### config.mk
export PLATFORM = sky130hd
export DESIGN_NAME = pcm_slot_port
export DESIGN_NICKNAME = d
export VERILOG_FILES = /design/src/rtl/pcm_slot_pkg.sv /design/src/rtl/pcm_edge_det.sv /design/src/rtl/pcm_sync_meter.sv /design/src/rtl/pcm_tx_slot.sv /design/src/rtl/pcm_rx_slot.sv /design/src/rtl/pcm_slot_port.sv
export SDC_FILE = /design/constraint.sdc
export NUM_CORES = 1
export LEC_CHECK = 0
export ABC_AREA = 0
export BUFFER_PORTS_ARGS = -buffer_cell sky130_fd_sc_hd__buf_2
export CELL_PAD_IN_SITES_DETAIL_PLACEMENT = 2
export CELL_PAD_IN_SITES_GLOBAL_PLACEMENT = 2
export CORE_MARGIN = 4
export CORE_UTILIZATION = 35
export DETAILED_ROUTE_END_ITERATION = 7
export GPL_ROUTABILITY_DRIVEN = 0
export GPL_TIMING_DRIVEN = 0
export PLACE_DENSITY = 0.82
export SLEW_MARGIN = 20
export SYNTH_ARGS = -nofsm -noshare
export SYNTH_HDL_FRONTEND = slang
export SYNTH_SLANG_ARGS = --single-unit
export TNS_END_PERCENT = 10
### constraint.sdc
create_clock -name clk -period 1.7 [get_ports clk]
set_clock_uncertainty 0.15 [all_clocks]
set_input_delay 0.425 -clock clk [delete_from_list [all_inputs] [get_ports clk]]
set_output_delay 0.425 -clock clk [all_outputs]
set_load 0.005 [all_outputs]
### src/rtl/pcm_slot_pkg.sv
package pcm_slot_pkg;
  // transmit slot sequencing
  typedef enum logic [1:0] {
    TXS_IDLE,
    TXS_ARMED,
    TXS_SHIFT,
    TXS_DRAIN
  } tx_state_e;

  // lanes of the sampled-input edge detector
  localparam int EDGE_BCLK = 0;
  localparam int EDGE_TXS  = 1;
  localparam int EDGE_RXS  = 2;
  localparam int EDGE_N    = 3;
endpackage

### src/rtl/pcm_edge_det.sv
module pcm_edge_det #(
  parameter int N = 1
) (
  input  logic         clk,
  input  logic [N-1:0] level,
  output logic [N-1:0] rise,
  output logic [N-1:0] fall
);
  logic [N-1:0] prev;

  // follows the input even in reset, so edges are never invented
  always_ff @(posedge clk) prev <= level;

  for (genvar i = 0; i < N; i++) begin : g_lane
    assign rise[i] = level[i] & ~prev[i];
    assign fall[i] = ~level[i] & prev[i];
  end
endmodule

### src/rtl/pcm_sync_meter.sv
module pcm_sync_meter #(
  parameter int SAT_CNT = 3,
  localparam int CW = $clog2(SAT_CNT + 1)
) (
  input  logic          clk,
  input  logic          rst,
  input  logic          tick,
  input  logic          level,
  input  logic          start,
  output logic [CW-1:0] width
);
  // counts falling bit-clock edges seen while the sync is high, saturating
  always_ff @(posedge clk) begin
    if (rst) begin
      width <= '0;
    end else if (start) begin
      width <= CW'(tick);
    end else if (tick && level && width != CW'(SAT_CNT)) begin
      width <= width + 1'b1;
    end
  end
endmodule

### src/rtl/pcm_tx_slot.sv
module pcm_tx_slot
  import pcm_slot_pkg::*;
#(
  parameter int WORD_W = 8
) (
  input  logic              clk,
  input  logic              rst,
  input  logic              bclk,
  input  logic              bclk_rise,
  input  logic              bclk_fall,
  input  logic              sync,
  input  logic              sync_rise,
  input  logic              long_mode,
  input  logic [WORD_W-1:0] code,
  output logic              load,
  output logic              dout,
  output logic              oe,
  output logic              tslot_n
);
  localparam int BC_W = $clog2(WORD_W + 1);

  tx_state_e         state;
  logic [WORD_W-1:0] hold;
  logic [WORD_W-1:0] shreg;
  logic [BC_W-1:0]   sent;
  logic              done;
  logic              begin_now;
  logic              arm_now;
  logic              release_now;

  always_comb begin
    begin_now = 1'b0;
    arm_now   = 1'b0;
    case (state)
      TXS_IDLE: begin
        if (long_mode) begin
          // later of sync rise and bit-clock rise
          if (sync_rise) begin
            if (bclk) begin_now = 1'b1;
            else      arm_now   = 1'b1;
          end
        end else if (bclk_fall && sync) begin
          arm_now = 1'b1;
        end
      end
      TXS_ARMED: begin_now = bclk_rise;
      default: ;
    endcase
  end

  // later of "falling edge after last bit" and "sync low" in long timing
  assign release_now = (state == TXS_DRAIN) && (done || bclk_fall) &&
                       (!long_mode || !sync);

  always_ff @(posedge clk) begin
    if (rst) begin
      state   <= TXS_IDLE;
      hold    <= '0;
      shreg   <= '0;
      sent    <= '0;
      done    <= 1'b0;
      load    <= 1'b0;
      dout    <= 1'b0;
      oe      <= 1'b0;
      tslot_n <= 1'b1;
    end else begin
      load <= 1'b0;
      if (begin_now) begin
        state   <= TXS_SHIFT;
        hold    <= code;
        shreg   <= {hold[WORD_W-2:0], 1'b0};
        dout    <= hold[WORD_W-1];
        sent    <= BC_W'(1);
        done    <= 1'b0;
        load    <= 1'b1;
        oe      <= 1'b1;
        tslot_n <= 1'b0;
      end else if (arm_now) begin
        state <= TXS_ARMED;
      end else if (state == TXS_SHIFT && bclk_rise) begin
        dout  <= shreg[WORD_W-1];
        shreg <= {shreg[WORD_W-2:0], 1'b0};
        sent  <= sent + 1'b1;
        if (sent == BC_W'(WORD_W - 1)) state <= TXS_DRAIN;
      end else if (release_now) begin
        state   <= TXS_IDLE;
        done    <= 1'b0;
        dout    <= 1'b0;
        oe      <= 1'b0;
        tslot_n <= 1'b1;
      end else if (state == TXS_DRAIN && bclk_fall) begin
        done <= 1'b1;
      end
    end
  end
endmodule

### src/rtl/pcm_rx_slot.sv
module pcm_rx_slot #(
  parameter int WORD_W = 8
) (
  input  logic              clk,
  input  logic              rst,
  input  logic              bclk_fall,
  input  logic              sync,
  input  logic              sync_rise,
  input  logic              long_mode,
  input  logic              din,
  input  logic              half_mark,
  output logic [WORD_W-1:0] word,
  output logic              valid,
  output logic              lsb_half
);
  localparam int CNT_W = $clog2(WORD_W);

  logic              run;
  logic [CNT_W-1:0]  cnt;
  logic [WORD_W-1:0] shreg;
  logic              trig;

  assign trig = !run && (long_mode ? sync_rise : (bclk_fall && sync));

  always_ff @(posedge clk) begin
    if (rst) begin
      run      <= 1'b0;
      cnt      <= '0;
      shreg    <= '0;
      word     <= '0;
      valid    <= 1'b0;
      lsb_half <= 1'b0;
    end else begin
      valid <= 1'b0;
      if (run && bclk_fall) begin
        shreg <= {shreg[WORD_W-2:0], din};
        if (cnt == CNT_W'(WORD_W - 1)) begin
          run      <= 1'b0;
          cnt      <= '0;
          word     <= {shreg[WORD_W-2:0], din};
          valid    <= 1'b1;
          lsb_half <= half_mark;
        end else begin
          cnt <= cnt + 1'b1;
        end
      end else if (trig) begin
        run <= 1'b1;
        cnt <= '0;
      end
    end
  end
endmodule

### src/rtl/pcm_slot_port.sv
module pcm_slot_port
  import pcm_slot_pkg::*;
#(
  parameter int WORD_W   = 8,
  parameter int LONG_MIN = 3
) (
  input  logic              clk,
  input  logic              rst,
  input  logic              bclk,
  input  logic              tx_sync,
  input  logic              rx_sync,
  input  logic              rx_din,
  input  logic [WORD_W-1:0] tx_code,
  output logic              tx_load,
  output logic              tx_dout,
  output logic              tx_oe,
  output logic              tslot_n,
  output logic [WORD_W-1:0] rx_word,
  output logic              rx_valid,
  output logic              rx_lsb_half,
  output logic              long_mode
);
  localparam int CW        = $clog2(LONG_MIN + 1);
  localparam int ROB_WIDTH = 2;

  logic [EDGE_N-1:0] lvl;
  logic [EDGE_N-1:0] rise;
  logic [EDGE_N-1:0] fall;
  logic [CW-1:0]     width_q [2];
  logic              rob_mark;

  assign lvl = {rx_sync, tx_sync, bclk};

  pcm_edge_det #(.N(EDGE_N)) u_edges (
    .clk  (clk),
    .level(lvl),
    .rise (rise),
    .fall (fall)
  );

  // one width meter per frame sync (index 0 transmit, 1 receive)
  for (genvar g = 0; g < 2; g++) begin : g_meter
    pcm_sync_meter #(.SAT_CNT(LONG_MIN)) u_meter (
      .clk  (clk),
      .rst  (rst),
      .tick (fall[EDGE_BCLK]),
      .level(lvl[EDGE_TXS+g]),
      .start(rise[EDGE_TXS+g]),
      .width(width_q[g])
    );
  end

  // frame style follows the transmit sync width only
  always_ff @(posedge clk) begin
    if (rst) begin
      long_mode <= 1'b0;
    end else if (fall[EDGE_TXS]) begin
      long_mode <= (width_q[0] == CW'(LONG_MIN));
    end else if (width_q[0] == CW'(LONG_MIN)) begin
      long_mode <= 1'b1;
    end
  end

  // receive sync of exactly two bit clocks marks a signalling LSB
  always_ff @(posedge clk) begin
    if (rst) begin
      rob_mark <= 1'b0;
    end else if (rise[EDGE_RXS]) begin
      rob_mark <= 1'b0;
    end else if (fall[EDGE_RXS]) begin
      rob_mark <= (width_q[1] == CW'(ROB_WIDTH));
    end
  end

  pcm_tx_slot #(.WORD_W(WORD_W)) u_tx (
    .clk      (clk),
    .rst      (rst),
    .bclk     (bclk),
    .bclk_rise(rise[EDGE_BCLK]),
    .bclk_fall(fall[EDGE_BCLK]),
    .sync     (tx_sync),
    .sync_rise(rise[EDGE_TXS]),
    .long_mode(long_mode),
    .code     (tx_code),
    .load     (tx_load),
    .dout     (tx_dout),
    .oe       (tx_oe),
    .tslot_n  (tslot_n)
  );

  pcm_rx_slot #(.WORD_W(WORD_W)) u_rx (
    .clk      (clk),
    .rst      (rst),
    .bclk_fall(fall[EDGE_BCLK]),
    .sync     (rx_sync),
    .sync_rise(rise[EDGE_RXS]),
    .long_mode(long_mode),
    .din      (rx_din),
    .half_mark(rob_mark),
    .word     (rx_word),
    .valid    (rx_valid),
    .lsb_half (rx_lsb_half)
  );
endmodule

Word-level counts from Yosys, hierarchy flattened:

Index checks and enable logic that the tools add are counted.

* $add $sub $neg: 4
* eq/ne operators: 14
* multiplexer cells: 48
* bitwise operators: 15
* reduce and logical (&&, ||, !) cells: 39

Operator list (number)
* 2-to-1 mux 1 bit: 36
* 2-to-1 mux 8 bit: 3
* AND reduction 2 bit: 7
* nonzero test 2 bit: 7
* logical AND 1 bit: 10
* 2-to-1 mux 2 bit: 5
* 2-to-1 mux 3 bit: 3
* inverter 1 bit: 9
* equality test 2 bit (second input constant): 4
* OR reduction 2 bit: 4
* AND 1 bit: 6
* != test 2 bit (second input constant): 3
* AND reduction 3 bit: 2
* nonzero test 3 bit: 2
* adder 2 x 1 -> 2 bit (second input constant): 2
* adder 4 x 1 -> 4 bit (second input constant): 1
* equality test 4 x 3 -> 1 bit (second input constant): 1
* != test 2 x 1 -> 1 bit (second input constant): 2
* != test 4 x 2 -> 1 bit (second input constant): 1
* nonzero test 4 bit: 1
* adder 3 x 1 -> 3 bit (second input constant): 1
* equality test 3 bit (second input constant): 1
* zero test 1 bit: 3
* != test 3 x 2 -> 1 bit (second input constant): 1
* other kinds (4): 5

* bits in registers: 56
* bits of input ports: 14
* output and inout port bits: 15
* word-level logic and storage cells: 144

Longest topological paths before layout:

Gate-level depths: netlist (run 1).

* word-level depth: 9
* depth in mapped cells: 6
* mapped depth without buffers: 5

Cells and area by module:

A second synthesis (run 1) with hierarchy kept.

* cells, all modules: 251
* area, all modules: 2343.5 um2

By module, submodules not included
* pcm_tx_slot: times used 1, cells each 123, area each 1072.3 um2, seq. area each 520.5 um2
* pcm_rx_slot: times used 1, cells each 91, area each 867.1 um2, seq. area each 420.4 um2
* pcm_sync_meter: times used 2, cells each 10, area each 112.6 um2, seq. area each 40.0 um2
* pcm_edge_det: times used 1, cells each 9, area each 97.6 um2, seq. area each 60.1 um2
* pcm_slot_port: times used 1, cells each 8, area each 81.3 um2, seq. area each 40.0 um2

Least setup slack after synthesis (run 1):

Ideal clock, no wire load.

* kind: register to register
* start point: reg u_tx.state[0]
* end point: reg u_tx.state[1]
* setup time: 0.136 ns
* data arrival time: 1.240 ns
* data required time: 1.414 ns
* slack: 0.174 ns
* stages on the path, launching flop included: 6
* clock period less this slack: 1.526 ns
* path through: dfxtp_1 buf_6 or2_0 or4_1 o311ai_1 o32ai_1

* cells in the longest elaborated chain, start to end: 5
* elaborated cells between the ends (all ways): 15
* those cells by class: eq/ne (4); mux (5); reduce/logical (6)

RTL lines
* start, declared: line pcm_tx_slot.sv:22 `tx_state_e state;`
* start signal, assigned: line pcm_tx_slot.sv:57 `state <= TXS_IDLE;`
* start signal, assigned: line pcm_tx_slot.sv:69 `state <= TXS_SHIFT;`
* start signal, assigned: line pcm_tx_slot.sv:79 `state <= TXS_ARMED;`
* parallel branches: the longest is 5 deep, another holds != test 4 x 2 -> 1 bit

Several ways; the timed one is not identified.
A chain may end at the register's enable or synchronous reset.

Worst setup path in the final report (run 1):

* start point: reg u_tx.state[0]
* end point: reg u_tx.hold[1]

* cells in the longest elaborated chain, start to end: 2
* elaborated cells between the ends (all ways): 3
* those cells by class: eq/ne (1); mux (1); reduce/logical (1)

RTL lines
* equality test 2 x 1 -> 1 bit / zero test 2 bit (equally long branches): line pcm_tx_slot.sv:34 `case (state)`
* one-hot mux 1 bit (2 select lines) (*): line pcm_tx_slot.sv:34
* end signal, assigned: line pcm_tx_slot.sv:70 `hold <= code;`
* end, declared: line pcm_tx_slot.sv:23 `logic [WORD_W-1:0] hold;`

Mark *: on every way between the ends. The rest lies on a longest branch, timed or not.

==> flow_metrics.py, run 1 <==
metrics = {
    "status": {
        "status": "finished clean",
    },
    "detailed_routing": {
        "vias_per_cell": 5.242,
        "drt-wirelength-per-cell_microns": 15.77,
        "vias": 1908,
        "drc": 0,
        "final_antenna_net_count": 0,
        "routed_wl_microns": 5739,
        "drt_pre_antenna_iters": 4,
        "drtIter0Drc": 53,
    },
    "cells_and_area": {
        "fillers": 724,
        "drive_gt1_share_pct": 19.86,
        "syn2layout_area_growth_pct": 15.81,
        "finalNetCount": 306,
        "ff_latch_area_sq_mm": 0.001126,
        "fin_util_pct": 41.71,
        "multi_input_area_sq_mm": 0.001105,
        "final_cell_area_sq_mm": 0.002649,
        "final_cell_mix": "52 x dfxtp_1, 41 x nand2_1, 30 x buf_2, 28 x a21oi_1, 28 x nor2_1",
        "final_common_cell": "dfxtp_1",
        "n_antenna_cell": 0,
    },
    "setup_path": {
        "crit_required_ns": 1.75,
        "crit_top_cell": "buf_6",
        "worst_path_dominant_cell_family": "flip-flops",
        "start_kind": "flip-flop",
        "max_stage_delay_ns": 0.34,
        "worstPathCellList": "buf_6 > and4bb_4 > o21ai_4 > buf_6 > mux2i_1 > nor2_1",
        "crit_path_max_fanout": 10,
        "cp_slowest_cell": "dfxtp_2",
        "cp_num_buf_inv": 2,
        "crit_type": "reg2reg",
        "cp.arrival_ns": 1.72,
        "end_kind": "flip-flop",
    },
    "grt": {
        "grtUsageTotal_pct": 15.96,
        "grt_pass1_vias": 2032,
        "grt_pass1_wl_microns": 9867,
        "busiest_layer": "met2",
        "met2_usage_pct": 26.92,
        "grt_max_degree": 19,
        "antenna_found_initial": 0,
        "met3_usage_pct": 2.980,
        "grt_overflow": 0,
        "grt_use_met1_pct": 20.93,
    },
    "synth": {
        "avgSynthCellArea_sq_um": 9.076,
        "synth_cells": 252,
        "synth_cell_type_count": 44,
        "syn_area_sq_mm": 0.002287,
        "synthesis.nets": 272,
        "ys_seq_elements": 56,
        "yosysWarnings": 0,
        "yosysSeqAreaShare_pct": 49.02,
    },
    "floorplanning": {
        "core_area_sq_mm": 0.006350,
        "start_util_pct": 36.02,
        "die_w_microns": 88.84,
        "fp-row-count": 29,
        "die_area_sq_mm": 0.007893,
        "io_pins": 29,
        "fp.dieH_microns": 88.84,
    },
    "clock_network": {
        "cts_max_level": 2,
        "clk_pin_slew_ns": 0.11,
        "clk_path_buf_depth": 2,
        "postCtsHoldBufs": 0,
        "post_cts_buffers": 0,
        "root_buffer": "clkbuf_8",
        "clk_latency_ns": 0.32,
        "clkSinkCount": 56,
        "tritoncts": "done",
        "cts_buffers": 5,
    },
    "timing": {
        "finalSetupViolations": 0,
        "rsz0062_at_grt": "yes",
        "finalHoldViolCount": 0,
        "slew_headroom_pct": 59.21,
        "hold_ws_ns": 0.1557,
        "clock.fmax_ghz": 0.5994,
        "finalCritPeriodShare_pct": 98.14,
        "maxSlewViolCount": 0,
        "layout_min_cycle_time_ns": 1.668,
        "max_slew.worst_pin.slew_ns": 0.6118,
    },
    "power": {
        "leakage_nw": 1.067,
        "p_total_mw": 2.265,
        "p_per_area_mw_per_mm2": 855.1,
        "ir_drop_mv": 0.3484,
    },
    "place": {
        "placed_cell_area_sq_mm": 0.002524,
        "place_hpwl_microns": 4029,
        "placement.io_buffers": 28,
    },
    "worst_hold_path": {
        "hp-class": "in2reg",
    },
    "job": {
        "cap_viol_max_count": 0,
    },
}
-- power breakdown --
part / total, mW / switching [mW] / internal [mW] / leakage (nW)
Combinational: 0.149 / 0.0875 / 0.0612 / 0.572
Clock: 0.763 / 0.470 / 0.293 / 0.0404
Sequential: 1.35 / 0.0184 / 1.34 / 0.454
Total: 2.27 / 0.575 / 1.69 / 1.07
-- metrics by stage --
step | instances | setup TNS [ns] | setup slack [ns]
after floorplan | 252 | 0 | 0.1738
after CTS | 364 | 0 | 0.005400
after global routing | 364 | -0.2753 | -0.06501
after global placement | 357 | -4.107 | -0.1488
after detailed placement | 357 | -7.253 | -0.2729
final | 364 | 0 | 0.03157
-- layout make-up --
| cell class | instances | area share [%] |
|---|---|---|
| flip-flops and latches | 56 | 42.51 |
| multi-input cells | 178 | 41.71 |
| repair buffers | 28 | 5.290 |
| well taps | 77 | 3.637 |
| plain buffers | 12 | 2.645 |
| clock buffers | 5 | 2.598 |
| clock inverters | 3 | 0.8975 |
| inverters | 5 | 0.7085 |
-- cells by family after synthesis --
group / share of synthesized area (%)
xor gates and xnor gates: 1.532
muxes: 3.939
AOI/OAI and AO/OA: 16.25
buffers and inverters: 3.720
adders and majority gates: 3.282
and+or+nand+nor: 22.27
DFF: 49.02
-- synth_stat cells (all sizes together) --
master	n	area, sq um
nor2b	2	17.52
a2111oi	2	17.52
nand3	7	35.03
o221a	6	67.56
o311ai	1	8.760
nor2	28	105.1
nand2	43	161.4
and2	2	12.51
or4	1	7.510
clkbuf	7	26.28
ha	6	75.07
or2b	1	7.510
and4bb	2	32.53
a31oi	3	18.77
buf	6	40.03
o2111ai	1	15.01
nor4	1	6.260
xnor2	2	17.52
or2	1	6.260
nand4	1	6.260
a21o	1	7.510
a311oi	2	17.52
dfxtp	56	1121
and2b	1	7.510
nand4bb	1	11.26
xor2	2	17.52
o211ai	1	7.510
and3b	2	17.52
inv	5	18.77
mux2i	9	90.09
nand3b	1	7.510
o31a	1	8.760
o21ai	7	46.30
nand2b	4	25.02
a21oi	28	140.1
o21a	1	7.510
nor3b	3	22.52
nor3	3	20.02
o32ai	1	8.760
-- layer usage --
layer	vias to the layer above	share of wire (%)
li1	944	-
met1	934	47
met2	25	49
met3	5	2.9
met4	0	1.1
met5	-	0
-- state kept, by name (all words and copies together) (netlist names), 2 cells and up --
signal,flops
u_tx.shreg,7
g_meter.u_meter.width,4
u_tx.state,2
u_rx.word,8
u_edges.prev,3
u_tx.hold,8
u_tx.sent,4
u_rx.shreg,7
u_rx.cnt,3
-- final timing paths --
check / depth (start not counted) / end / from / slack [ns]
worst max-delay path: 6 / u_tx.hold[1] / u_tx.state[0] / 0.03
worst min-delay path: 1 / u_edges.prev[2] / rx_sync / 0.16
worst max register to register: 6 / u_tx.hold[1] / u_tx.state[0] / 0.03
worst min register to register: 2 / u_rx.word[6] / u_rx.word[6] / 0.31
-- timing repair --
item	4_1_cts	5_1_grt
pin swaps	0	0
endpoints found under the setup margin	10	29
gates resized for setup	2	10
Note: power is estimated with default switching activity, not from simulation.
==> run 2: changes to the inputs <==
--- a/config.mk
+++ b/config.mk
@@ -14,7 +14,8 @@
 export DETAILED_ROUTE_END_ITERATION = 7
 export GPL_ROUTABILITY_DRIVEN = 0
 export GPL_TIMING_DRIVEN = 0
-export PLACE_DENSITY = 0.82
+export PLACE_DENSITY_LB_ADDON = 0.2
+export SKIP_LAST_GASP = 1
 export SLEW_MARGIN = 20
 export SYNTH_ARGS = -nofsm -noshare
 export SYNTH_HDL_FRONTEND = slang
==> run 2 against run 1 <==
Global-route usage increased by 0.42 points. Largest power group unchanged. Sequential cell count unchanged. Non-clock buffer count unchanged. First-iteration DRC count decreased by 13%. Critical endpoint unchanged. Maximum frequency decreased by 0.57%. Clock power decreased by 2%. Count of clock-buffer cells in the layout increased by 1. Combinational power about the same. Critical path depth unchanged.
==> flow_metrics.py, run 2 (synthesis gave the netlist of run 1 again) <==
metrics = {
    "cells_and_area": {
        "final_cell_area_sq_mm": 0.002625,
        "final_cells": 364,
        "syn2layout_area_growth_pct": 14.77,
        "final_cell_mix": "54 x dfxtp_1, 42 x nand2_1, 30 x buf_2, 28 x a21oi_1, 28 x nor2_1",
        "n_antenna_cell": 0,
        "drive_gt1_share_pct": 18.12,
        "biggestRegsByFlops": "u_rx.word (8), u_tx.hold (8)",
        "final_common_cell": "dfxtp_1",
        "finalNetCount": 306,
    },
    "detailed_routing": {
        "drtIter0Drc": 46,
        "routed_wl_microns": 5905,
        "drc": 0,
        "vias": 1915,
        "drt_pre_antenna_iters": 4,
        "final_antenna_net_count": 0,
        "drt-wirelength-per-cell_microns": 16.22,
        "vias_per_cell": 5.261,
    },
    "power": {
        "switchingPower_mw": 0.5612,
        "clkPwrFrac_pct": 33.3,
        "power_frac_seq_pct": 60.1,
        "leakage_nw": 1.062,
        "intPower_mw": 1.689,
        "swShare_pct": 24.94,
        "p_per_area_mw_per_mm2": 857.4,
        "power_frac_comb_pct": 6.6,
        "ir_drop_mv": 0.4058,
    },
    "clock_network": {
        "clk_path_buf_depth": 2,
        "tritoncts": "done",
        "clkSinkCount": 56,
        "post_cts_buffers": 0,
        "clk_pin_slew_ns": 0.11,
        "clk_latency_ns": 0.31,
        "cts_max_level": 2,
        "cts_buffers": 5,
        "postCtsHoldBufs": 0,
        "root_buffer": "clkbuf_8",
    },
    "setup_path": {
        "start_kind": "flip-flop",
        "r2r-start": "u_tx.state[0]",
        "r2r_slack_ns": 0.02,
        "cp.arrival_ns": 1.72,
        "worstPathCellList": "buf_6 > and4bb_4 > o21ai_4 > buf_4 > mux2i_1 > nor2_1",
        "crit_required_ns": 1.74,
        "end_kind": "flip-flop",
        "reg2reg_depth": 6,
        "crit_type": "reg2reg",
        "cp_num_buf_inv": 2,
        "reg2reg_to": "u_tx.hold[1]",
        "max_stage_delay_ns": 0.33,
        "crit_path_max_fanout": 10,
        "cp_slowest_cell": "dfxtp_1",
        "worst_path_dominant_cell_family": "buffers and inverters",
    },
    "timing": {
        "max_slew.worst_pin.slew_ns": 0.5902,
        "maxSlewViolCount": 0,
        "slew_headroom_pct": 60.65,
        "tns_ns": 0,
        "fin_ws_ns": 0.02193,
        "hold_ws_ns": 0.1511,
        "layout_min_cycle_time_ns": 1.678,
        "rsz0062_at_grt": "yes",
        "finalSetupViolations": 0,
        "finalHoldViolCount": 0,
        "finalCritPeriodShare_pct": 98.71,
        "clock.fmax_ghz": 0.5959,
    },
    "place": {
        "place_ws_ns": -0.2273,
        "placement.io_buffers": 28,
        "placed_cell_area_sq_mm": 0.002524,
        "dp.cells": 357,
        "place_hpwl_microns": 4170,
    },
    "grt": {
        "grt_overflow": 0,
        "grt_max_degree": 18,
        "antenna_found_initial": 0,
        "grt_pass1_vias": 2076,
        "grtUsageTotal_pct": 16.38,
        "grt_pass1_wl_microns": 9970,
    },
    "floorplanning": {
        "die_area_sq_mm": 0.007893,
        "die_w_microns": 88.84,
        "start_util_pct": 36.02,
        "fp.dieH_microns": 88.84,
        "io_pins": 29,
        "core_area_sq_mm": 0.006350,
        "fp-row-count": 29,
    },
    "job": {
        "cap_viol_max_count": 0,
    },
    "status": {
        "status": "finished clean",
    },
    "worst_hold_path": {
        "min_delay_path_depth": 1,
        "hp-class": "in2reg",
        "hold_end": "u_edges.prev[2]",
        "hold_start": "rx_sync",
    },
}
## run 2: cell count changes in the layout (fill, tap and decap cells not counted)
cell        change
clkinvlp_4      -1
buf_4           +2
nand2_2         -1
buf_6           -2
o311ai_1        +1
nand2_1         +1
o311ai_2        -1
dfxtp_1         +2
dfxtp_2         -2
clkbuf_1        +1
## run 2: through the flow
stage	utilization [%]	total power, mW
after floorplan	-	1.468
after global placement	39.74	1.524
after detailed placement	39.74	1.532
after CTS	41.12	2.288
after global routing	41.34	2.365
final	41.34	2.251
## run 2: area by class of cell
| class | instances | area (sq um) |
|---|---|---|
| Clock inverter | 2 | 16.27 |
| Inverter | 5 | 18.77 |
| Timing Repair Buffer | 28 | 140.1 |
| Buffer | 12 | 62.56 |
| Clock buffer | 6 | 72.57 |
| Sequential cell | 56 | 1124 |
| Fill cell | 722 | 3725 |
| Multi-Input combinational cell | 178 | 1095 |
| Tap cell | 77 | 96.34 |
## run 2: power by group through the flow
| stage | clock network (mW) | logic, mW | registers [mW] |
|---|---|---|---|
| after detailed placement | 0 | 0.149 | 1.38 |
| after global placement | 0 | 0.142 | 1.38 |
| after floorplan | 0 | 0.0912 | 1.38 |
| final | 0.750 | 0.148 | 1.35 |
| after CTS | 0.785 | 0.151 | 1.35 |
| after global routing | 0.841 | 0.166 | 1.36 |
## run 2: layer usage
layer | routed length (microns) | part of all wire [%] | global-route usage (%)
met4 | 40 | 0.68 | 3.709
met3 | 145 | 2.5 | 4.190
met1 | 2810 | 48 | 20.96
met5 | 0 | 0 | 0
met2 | 2909 | 49 | 27.67
## run 2: repair_timing
item                       CTS  global route
pin swaps                    0             0
gates resized for setup      1             5
gates cloned                 0             0
setup endpoints to repair   12            28
## run 2: how the worst max path moves through the flow
stage,start,endpoint,slack (ns),cells after the start
detailed placement,rst,u_rx.word[3],-0.23,4
finish,u_tx.state[0],u_tx.hold[1],0.02,6
CTS,long_mode,u_tx.state[1],-0.02,4
global placement,rst,u_tx.hold[3],-0.20,4
floorplan,u_tx.state[0],u_tx.state[1],0.17,5
global route,u_tx.state[0],u_tx.hold[1],-0.09,6
